==> config.mk <==
export PLATFORM = sky130hd
export DESIGN_NAME = pgpc_top
export DESIGN_NICKNAME = d
export VERILOG_FILES = /design/src/rtl/pgpc_pkg.sv /design/src/rtl/pgpc_offset.sv /design/src/rtl/pgpc_page.sv /design/src/rtl/pgpc_top.sv
export SDC_FILE = /design/constraint.sdc
export NUM_CORES = 1
export LEC_CHECK = 0
export ABC_AREA = 1
export BUFFER_PORTS_ARGS = -buffer_cell sky130_fd_sc_hd__buf_2
export CAP_MARGIN = 0
export CELL_PAD_IN_SITES_DETAIL_PLACEMENT = 1
export CELL_PAD_IN_SITES_GLOBAL_PLACEMENT = 2
export CORE_MARGIN = 4
export CORE_UTILIZATION = 25
export DETAILED_ROUTE_END_ITERATION = 6
export GPL_TIMING_DRIVEN = 0
export PLACE_DENSITY = 0.75
export SLEW_MARGIN = 20
export SYNTH_ARGS = -nofsm -noshare
export SYNTH_HDL_FRONTEND = slang
export SYNTH_SLANG_ARGS = --single-unit
export TNS_END_PERCENT = 1
==> constraint.sdc <==
create_clock -name clk -period 1.8 [get_ports clk]
set_input_delay 0.36 -clock clk [delete_from_list [all_inputs] [get_ports clk]]
set_output_delay 0.36 -clock clk [all_outputs]
set_load 0.05 [all_outputs]
==> src/rtl/pgpc_pkg.sv <==
package pgpc_pkg;
    typedef enum logic [1:0] {
        ACT_KEEP,
        ACT_LOAD,
        ACT_SEQ
    } act_e;
endpackage

==> src/rtl/pgpc_offset.sv <==
module pgpc_offset #(
    parameter int OFS_W = 8
) (
    input  logic [OFS_W-1:0] ofs_q,
    input  logic             step_en,
    input  logic             step_two,
    output logic [OFS_W-1:0] ofs_next
);
    logic [OFS_W-1:0] inc;
    always_comb begin
        inc = step_two ? OFS_W'(2) : OFS_W'(1);
        ofs_next = step_en ? ofs_q + inc : ofs_q;
    end
endmodule

==> src/rtl/pgpc_page.sv <==
module pgpc_page #(
    parameter int PG_W = 6
) (
    input  logic [PG_W-1:0] pg_q,
    input  logic            adv,
    output logic [PG_W-1:0] pg_next
);
    always_comb pg_next = adv ? pg_q + PG_W'(1) : pg_q;
endmodule

==> src/rtl/pgpc_top.sv <==
module pgpc_top
    import pgpc_pkg::*;
#(
    parameter int PG_W  = 6,
    parameter int OFS_W = 8,
    localparam int AW   = PG_W + OFS_W
) (
    input  logic          clk,
    input  logic          rst,
    input  logic          hold,
    input  logic          step_en,
    input  logic          step_two,
    input  logic          page_adv,
    input  logic          load_en,
    input  logic [AW-1:0] load_addr,
    output logic [AW-1:0] fetch_addr
);
    typedef struct packed {
        logic [PG_W-1:0]  pg;
        logic [OFS_W-1:0] ofs;
    } addr_t;

    addr_t a_q, a_d;
    act_e act;
    logic [OFS_W-1:0] ofs_seq;
    logic [PG_W-1:0]  pg_seq;

    pgpc_offset #(.OFS_W(OFS_W)) u_ofs (
        .ofs_q(a_q.ofs), .step_en(step_en), .step_two(step_two), .ofs_next(ofs_seq)
    );
    pgpc_page #(.PG_W(PG_W)) u_pg (
        .pg_q(a_q.pg), .adv(page_adv), .pg_next(pg_seq)
    );

    always_comb begin
        if (hold)         act = ACT_KEEP;
        else if (load_en) act = ACT_LOAD;
        else              act = ACT_SEQ;
        a_d = a_q;
        case (act)
            ACT_LOAD: a_d = addr_t'(load_addr);
            ACT_SEQ:  begin a_d.pg = pg_seq; a_d.ofs = ofs_seq; end
            default:  a_d = a_q;
        endcase
    end

    always_ff @(posedge clk) begin
        if (rst) a_q <= '0;
        else     a_q <= a_d;
    end

    assign fetch_addr = a_q;

    AST_RESET_ZERO: assert property (@(posedge clk) rst |=> fetch_addr == '0);
    AST_HOLD_STABLE: assert property (@(posedge clk) disable iff (rst) hold |=> $stable(fetch_addr));
    AST_LOAD_WINS: assert property (@(posedge clk) disable iff (rst) (!hold && load_en) |=> fetch_addr == $past(load_addr));
    AST_SEQ_PAGE_KEEP: assert property (@(posedge clk) disable iff (rst)
        (!hold && !load_en && !page_adv) |=> fetch_addr[AW-1:OFS_W] == $past(fetch_addr[AW-1:OFS_W]));
    AST_IDLE_KEEP: assert property (@(posedge clk) disable iff (rst)
        (!hold && !load_en && !page_adv && !step_en) |=> $stable(fetch_addr));
    AST_PAGE_STEP: assert property (@(posedge clk) disable iff (rst)
        (!hold && !load_en && page_adv) |=> fetch_addr[AW-1:OFS_W] == PG_W'($past(fetch_addr[AW-1:OFS_W]) + 1'b1));
endmodule

# Yosys cells after proc, flatten, opt, wreduce, memory -nomap -nowiden
# Cells that the tools add are included.
# classes
n_addsub	2
n_eq_ne	4
n_mux	6
reduce_logical	3
# ops
operator	count
case mux 14 bit (2 select lines)	1
adder 8 bit	1
two-way mux 8 bit	1
adder 6 x 1 -> 6 bit (second input constant)	1
two-way mux 2 bit	3
two-way mux 6 bit	1
inequality test 2 bit (second input constant)	2
AND reduction 2 bit	2
== test 2 x 1 -> 1 bit (second input constant)	1
== test 2 bit (second input constant)	1
nonzero test 2 bit	1
# word_totals
reg_bits	14
input_bits	21
out_inout_bits	14

# Depth between registers and ports, before layout
# Gate-level depths: netlist of run 1.
# depth
ltp_word	5
ltp_mapped	9
depth_no_buf	9

# Modules after synthesis
# Synthesis of run 1 repeated with hierarchy kept, for this count alone.
# unflattened
cells_unflattened	193
area_unflattened_um2	1126.1
# by_module_without_submodules
module	instances	cells_per_inst	area_each_um2
pgpc_top	1	120	743.2
pgpc_offset	1	47	246.5
pgpc_page	1	26	136.4

# Least setup slack after synthesis of run 1
# Ideal clock, no wire load.
# synth_timing
path_kind	reg2reg
start	reg a_q (netlist bit fetch_addr[0])
end	reg a_q (netlist bit fetch_addr[4])
setup_time_ps	66
arrival_ps	1875
slack_ps	-141
stages_incl_launch_ff	9
path_buffers	0
period_less_slack_ps	1941
path_cell_list	dfxtp_1 ha_1 inv_1 fa_1 nor2_1 nand2_1 a21oi_2 o21ai_1 a21oi_2
# synth_between
elab_chain_len	3
# synth_lines
item	line	rtl
start, declared	pgpc_top.sv:23	addr_t a_q, a_d;
start signal, assigned	pgpc_top.sv:48	if (rst) a_q <= '0;
start signal, assigned	pgpc_top.sv:49	else a_q <= a_d;
adder 8 bit	pgpc_offset.sv:12	ofs_next = step_en ? ofs_q + inc : ofs_q;
two-way mux 8 bit	pgpc_offset.sv:12	
case mux 14 bit (2 select lines)	pgpc_top.sv:40	case (act)
# No other way between the ends. The select of a mux whose other input is x is not followed.
# A chain may end at the register's enable or synchronous reset.

# Worst setup path after layout of run 1
# Same ends and word-level chain as after synthesis.

==> out/results.txt, run 1 <==
worst path buffer plus inverter count = 1
CP Capture Type = flop
CP dominant cell by count = a21oi_2
syn_nets = 159
synthesized cell area = 947 sq um
Clock Skews = 0.00303 ns
Most used DFF post-synth = dfxtp_1
# placed instances = 216
routability cong. = 0.708
clock buffer depth = 2
Detailed Route WL = 2900 um
initial detailed-routing violation count = 23
Critical Path RT = 1.99 ns
cell family with most CP delay = adder cells
Crit Path Max Fanout = 3
Max VDD drop = 0.378 mV
WL/cell = 13.2 um
cells along the critical path = ha_1 > inv_1 > fa_1 > nor2_1 > nand2_1 > a21oi_2 > o21ai_1 > a21oi_2
chip height = 69.6 um
Die ar. = 4840 sq um
Tot GR Track Use = 12.8%
Mean Syn Cell Area = 7.07 sq um
Layout area overhead = 30.4%
worst rel slew slack = 76.4%
clk sinks = 14
Pins Over Slew Limit = 0
Max-Cap Viols = 0
Max Clk Rate = 605 MHz
commonest cells after routing, fill and taps aside = buf_2 (34), nand2_1 (30), nor2_1 (13), a21oi_1 (13), dfxtp_1 (12)
most common cell after layout, fill and taps aside = buf_2
crit path launch = fetch_addr[0]
worst min path class = input port to flop
Final WS setup = 0.146 ns
nets = 198
register area share after synthesis = 29.6%
placed inst area = 1180 sq um
CTS Buf Count = 3
CP peak stage delay = 0.44 ns
number of H-tree levels = 1
post-cts resize count = 0
static leakage = 0.559 nW
post-synthesis cell count = 134
share of layout cells above drive strength 1 = 34.9%
Initial Util = 25.9%
worst slack at placement = -0.0972 ns
#FFs+latches synth = 14
row count = 22
fin area = 1230 sq um
Top Ports = 35
placed wire-length estimate = 2280 um
Die W = 69.6 um
first-pass GRT wire length = 4980 um
TNS Setup = 0 ns
Ant. Diodes = 0
endpoints failing setup = 0
Hold Startpoint = rst
synth warn = 0
router iterations before antenna repair = 4
Final Hold Viols = 0
CTS tree = yes
status = complete, no violations
vias in the first global route = 1048
Slew @ Worst Pin = 0.352 ns
Hold-fix buffers, CTS = 0
FF-to-FF Start = fetch_addr[0]
Tcrit/Tclk final = 91.9%
min Tclk post-route = 1.65 ns
largest net degree at the start of global routing = 11
postcts setup bufs = 0
number of flip-flops in the largest register = 14
clock-pin slew on the worst setup and hold paths = 0.07 ns
root buffer cell = clkbuf_8
Arr. time, crit path = 1.84 ns
final hold slack = 0.359 ns
pwr/cell area = 764 nW/um^2
EDFF count, synth = 0
Congestion Overflow GR = 0
non-filler cells, final = 220
Post-synth ARST share = 0%
critical path class = flop to flop
Residual DRC = 0
antenna viol nets, final = 0
RSZ-0062 raised after global routing = false
worst-skew pair later-pin latency = 0.25 ns
core area = 3660 sq um
initial antenna violation count = 0
Critical Path Source Type = flop
vias per cell = 4.67
CP max-delay cell = fa_1
IO buf count = 34
Synth cell types = 24
DR vias = 1027
## layout make-up
type / count / area (sq um)
tap: 48 / 60.1
timing repair buffer: 34 / 170
fill: 476 / 2430
buffer: 2 / 22.5
sequential: 14 / 283
multi-input combinational: 103 / 583
inverter: 15 / 61.3
clock buffer: 4 / 55.1
## routing by layer
metal	GRT usage [%]	vias up	part of all wire, %
met4	3.25	0	0.83
met2	22.8	25	49
met3	4.20	4	6.1
li1	-	518	-
met5	0	-	0
met1	14.7	480	44
## report_power, final
group / switching [W] / leakage, nW / internal, W
Sequential: 0.0000237 / 0.116 / 0.000334
Combinational: 0.000182 / 0.414 / 0.0000817
Clock: 0.000128 / 0.0288 / 0.000194
## cells in the mapped netlist (2+ instances only)
library cell   n  area [sq um]
a21oi_1       13          65.1
a21oi_2        5          43.8
buf_6          2          22.5
dfxtp_1       14           280
ha_1           3          37.5
inv_1         10          37.5
inv_2          3          11.3
inv_4          2          12.5
nand2_1       30           113
nand3_1       10          50.1
nor2_1        13          48.8
nor2_2         3          18.8
o21ai_0        3          15.0
o21ai_1        9          45.0
o22ai_1        2          12.5
or2_0          3          18.8
xnor2_1        2          17.5
## cell families (layout without fill, tap and decap cells)
kind of cell | count (synthesis) | in the layout | share of synthesized area [%]
AOI/OAI and AO/OA | 34 | 34 | 21.8
and+or+nand+nor | 63 | 63 | 31.8
xor gates and xnor gates | 2 | 2 | 1.85
adders and majority gates | 4 | 4 | 6.08
DFF | 14 | 14 | 29.6
buffers and inverters | 17 | 55 | 8.85
## through the flow
stage | total power, W | utilization, %
after floorplan | 0.000548 | -
after global placement | 0.000625 | 32.2
after detailed placement | 0.000632 | 32.2
after CTS | 0.000964 | 33.7
after global routing | 0.00100 | 33.7
final | 0.000943 | 33.7
## final timing paths
kind                     to  slack, ns  cells after the start
max           fetch_addr[4]       0.15                      8
min          fetch_addr[12]       0.36                      2
max reg2reg   fetch_addr[4]       0.15                      8
min reg2reg   fetch_addr[7]       0.51                      2
Note: power is estimated with default switching activity, not from simulation.
==> run 2: changes to the inputs <==
- PLACE_DENSITY: 0.75 -> 0.85
==> out/results.txt, run 2 (same netlist as run 1, synthesis figures left out) <==
row count = 22
worst min path class = input port to flop
WL/cell = 13.7 um
CTS Buf Count = 3
worst-skew pair later-pin latency = 0.25 ns
Sw Share = 35.3%
antenna viol nets, final = 0
endpoints failing setup = 0
nets = 198
Max-Cap Viols = 0
initial detailed-routing violation count = 33
IO buf count = 34
Clk network pwr share = 33.7%
clock-pin slew on the worst setup and hold paths = 0.06 ns
hold depth = 2
Slew @ Worst Pin = 0.347 ns
switching power = 0.000333 W
Die W = 69.6 um
Layout area overhead = 30.4%
Final Hold Viols = 0
postcts setup bufs = 0
DR vias = 1019
combinational share of power = 28.3%
placed inst area = 1180 sq um
Detailed Route WL = 3000 um
Final WS setup = 0.146 ns
Tot GR Track Use = 13.2%
root buffer cell = clkbuf_8
Ant. Diodes = 0
most common cell after layout, fill and taps aside = buf_2
CP Capture Type = flop
Pint = 0.000609 W
critical path class = flop to flop
first-pass GRT wire length = 5130 um
Arr. time, crit path = 1.84 ns
number of flip-flops in the largest register = 14
Die ar. = 4840 sq um
top sig layer = met4
min Tclk post-route = 1.65 ns
DR WL met3 = 109 um
post-cts resize count = 0
share of layout cells above drive strength 1 = 34.9%
Crit Path Max Fanout = 3
commonest cells after routing, fill and taps aside = buf_2 (34), nand2_1 (30), nor2_1 (13), a21oi_1 (13), dfxtp_1 (12)
final hold slack = 0.370 ns
CTS tree = yes
Max Clk Rate = 605 MHz
placed wire-length estimate = 2310 um
crit path launch = fetch_addr[0]
worst rel slew slack = 76.8%
Max VDD drop = 0.323 mV
capture point of the worst reg-to-reg path = fetch_addr[6]
initial antenna violation count = 0
routability cong. = 0.750
clock buffer depth = 2
core area = 3660 sq um
largest net degree at the start of global routing = 11
Residual DRC = 0
Critical Path Source Type = flop
Initial Util = 25.9%
met1 wire length = 1310 um
RSZ-0062 raised after global routing = false
r2r setup slk = 0.15 ns
TNS Setup = 0 ns
R2R cell count = 8
Congestion Overflow GR = 0
vias per cell = 4.63
power share of the sequential group = 38.0%
Hold Path Sink = fetch_addr[12]
static leakage = 0.559 nW
Hold-fix buffers, CTS = 0
chip height = 69.6 um
fillcell total = 492
Clock Skews = 0.000696 ns
Critical Path RT = 1.99 ns
routed wl met2 = 1560 um
pwr/cell area = 763 nW/um^2
Pins Over Slew Limit = 0
Top Ports = 35
clk sinks = 14
status = complete, no violations
Tcrit/Tclk final = 91.9%
number of H-tree levels = 1
router iterations before antenna repair = 3
FF-to-FF Start = fetch_addr[0]
worst slack at placement = -0.110 ns
vias in the first global route = 1096
fin area = 1230 sq um
Hold Startpoint = rst
[run 2: cell counts in the layout (fill, tap and decap cells not counted)]
Identical to the previous run, type by type.
[run 2: worst max-delay path by stage]
stage	to	slack, ns	cells past startpoint
CTS	fetch_addr[6]	0.13	8
floorplan	fetch_addr[4]	0.05	8
global placement	fetch_addr[6]	-0.07	10
detailed placement	fetch_addr[6]	-0.11	10
global route	fetch_addr[6]	0.02	10
finish	fetch_addr[6]	0.15	8
[run 2: area by class of cell]
| class | instances | area, sq um | area share, % |
|---|---|---|---|
| tap | 48 | 60.1 | 4.86 |
| multi-input combinational | 103 | 583 | 47.2 |
| buffer | 2 | 22.5 | 1.82 |
| clock buffer | 4 | 55.1 | 4.46 |
| inverter | 15 | 61.3 | 4.96 |
| sequential | 14 | 283 | 22.9 |
| timing repair buffer | 34 | 170 | 13.8 |
[run 2: metrics by stage]
stage	instances	utilization (%)	power (W)
after global placement	216	32.2	0.000624
after detailed placement	216	32.2	0.000633
after floorplan	134	-	0.000548
final	220	33.7	0.000942
after CTS	220	33.7	0.000956
after global routing	220	33.7	0.00100
[run 2: power groups by stage]
stage,clock network [W],registers (W),logic [W]
floorplan,0,0.000439,0.000109
global placement,0,0.000363,0.000261
detailed placement,0,0.000364,0.000269
CTS,0.000328,0.000358,0.000271
global route,0.000350,0.000362,0.000292
finish,0.000318,0.000358,0.000267
[run 2: critical path: stages (launching register included)]
cell	delay [ns]
dfxtp_2	0.34
ha_1	0.16
inv_1	0.05
fa_1	0.43
nor2_1	0.21
nand3_1	0.11
a21oi_2	0.13
o21ai_1	0.06
nor2_1	0.09
[run 2: layer usage]
layer	global-route usage, %	up-vias
met2	25.1	17
met1	14.6	482
met4	2.60	0
li1	-	518
met3	3.48	2
met5	0	-
==> run 3: changes to the inputs <==
- BUFFER_PORTS_ARGS: -buffer_cell sky130_fd_sc_hd__buf_2 -> -buffer_cell sky130_fd_sc_hd__buf_4
- PLACE_DENSITY: 0.85 -> unset
- PLACE_DENSITY_LB_ADDON: unset -> 0.1
==> out/results.txt, run 3 (same netlist as run 1, synthesis figures left out) <==
status = complete, no violations
Slew @ Worst Pin = 0.338 ns
r2r setup slk = 0.17 ns
Initial Util = 25.9%
hold depth = 2
cells along the critical path = ha_1 > inv_1 > fa_1 > nor2_2 > nand3_1 > a21oi_2 > o21ai_1 > nor2_1
Clk network pwr share = 33.3%
worst-skew pair later-pin latency = 0.25 ns
clock-pin slew on the worst setup and hold paths = 0.06 ns
worst path buffer plus inverter count = 1
Hold-fix buffers, CTS = 0
row count = 22
pwr/cell area = 733 nW/um^2
combinational share of power = 29.8%
worst slack at placement = -0.112 ns
Final Util = 36.1%
Final Hold Viols = 0
commonest cells after routing, fill and taps aside = buf_4 (34), nand2_1 (30), a21oi_1 (13)
# placed instances = 216
static leakage = 0.578 nW
Top Ports = 35
worst rel slew slack = 77.5%
vias per cell = 4.54
Sw Share = 34.5%
Max-Cap Viols = 0
clk sinks = 14
number of flip-flops in the largest register = 14
share of layout cells above drive strength 1 = 35.5%
Tot GR Track Use = 12.6%
Final WS setup = 0.168 ns
vias in the first global route = 1072
routability cong. = 0.694
root buffer cell = clkbuf_8
Max Clk Rate = 613 MHz
initial detailed-routing violation count = 20
Critical Path RT = 1.99 ns
cell family with most CP delay = adder cells
core area = 3660 sq um
worst min path class = input port to flop
Die W = 69.6 um
FF-to-FF Start = fetch_addr[0]
critical path class = flop to flop
Detailed Route WL = 2870 um
power share of the sequential group = 37.0%
CP Capture Type = flop
clock buffer depth = 2
chip height = 69.6 um
CTS tree = yes
WL/cell = 13.1 um
critical path depth = 8
number of H-tree levels = 1
Max VDD drop = 0.208 mV
first-pass GRT wire length = 4940 um
CP max-delay cell = fa_1
DR vias = 998
nets = 198
antenna viol nets, final = 0
IO buf count = 34
overall power = 0.000969 W
Congestion Overflow GR = 0
initial antenna violation count = 0
Pint = 0.000635 W
RSZ-0062 raised after global routing = false
capture point of the worst reg-to-reg path = fetch_addr[6]
R2R cell count = 8
CP peak stage delay = 0.45 ns
Layout area overhead = 39.6%
endpoints failing setup = 0
Residual DRC = 0
Crit Path Max Fanout = 3
Critical Path Source Type = flop
Die ar. = 4840 sq um
Hold Startpoint = rst
largest net degree at the start of global routing = 11
placed wire-length estimate = 2220 um
Tcrit/Tclk final = 90.6%
non-filler cells, final = 220
CTS Buf Count = 3
router iterations before antenna repair = 4
Hold Path Sink = fetch_addr[12]
Arr. time, crit path = 1.82 ns
most common cell after layout, fill and taps aside = buf_4
final hold slack = 0.329 ns
switching power = 0.000334 W
min Tclk post-route = 1.63 ns
Clock Skews = 0.00200 ns
Ant. Diodes = 0
Pins Over Slew Limit = 0
## run 3: stage by stage
step                      TNS [ns]  area [sq um]
after floorplan                  0           950
after global placement      -0.201          1260
after detailed placement    -0.215          1260
after CTS                        0          1320
after global routing             0          1320
final                            0          1320
## run 3: area by class of cell
class	instances	area (sq um)
clock buffer	4	55.1
sequential	14	283
tap	48	60.1
multi-input combinational	103	586
inverter	15	61.3
timing repair buffer	34	255
buffer	2	22.5
fill	466	2340
## run 3: repair_timing
item                       in CTS  in global routing
setup endpoints to repair       0                  2
resized for setup               0                  1
buffers inserted                0                  0
## run 3: power by group through the flow
stage / combinational (W) / sequential, W / clock (W)
floorplan: 0.000109 / 0.000439 / 0
global placement: 0.000288 / 0.000364 / 0
detailed placement: 0.000292 / 0.000365 / 0
CTS: 0.000293 / 0.000358 / 0.000336
global route: 0.000315 / 0.000363 / 0.000348
finish: 0.000289 / 0.000358 / 0.000322
## run 3: worst max path at each step
stage | from | end | slack, ns
detailed placement | step_two | fetch_addr[6] | -0.11
global placement | step_two | fetch_addr[6] | -0.11
floorplan | fetch_addr[0] | fetch_addr[4] | 0.05
finish | fetch_addr[0] | fetch_addr[6] | 0.17
CTS | fetch_addr[0] | fetch_addr[6] | 0.12
global route | fetch_addr[0] | fetch_addr[4] | 0.02
## run 3: per-layer routing
layer / routed length [um] / GRT usage [%]
met1: 1290 / 14.7
met2: 1390 / 21.5
met5: 0 / 0
met4: 50 / 6.07
met3: 149 / 3.04
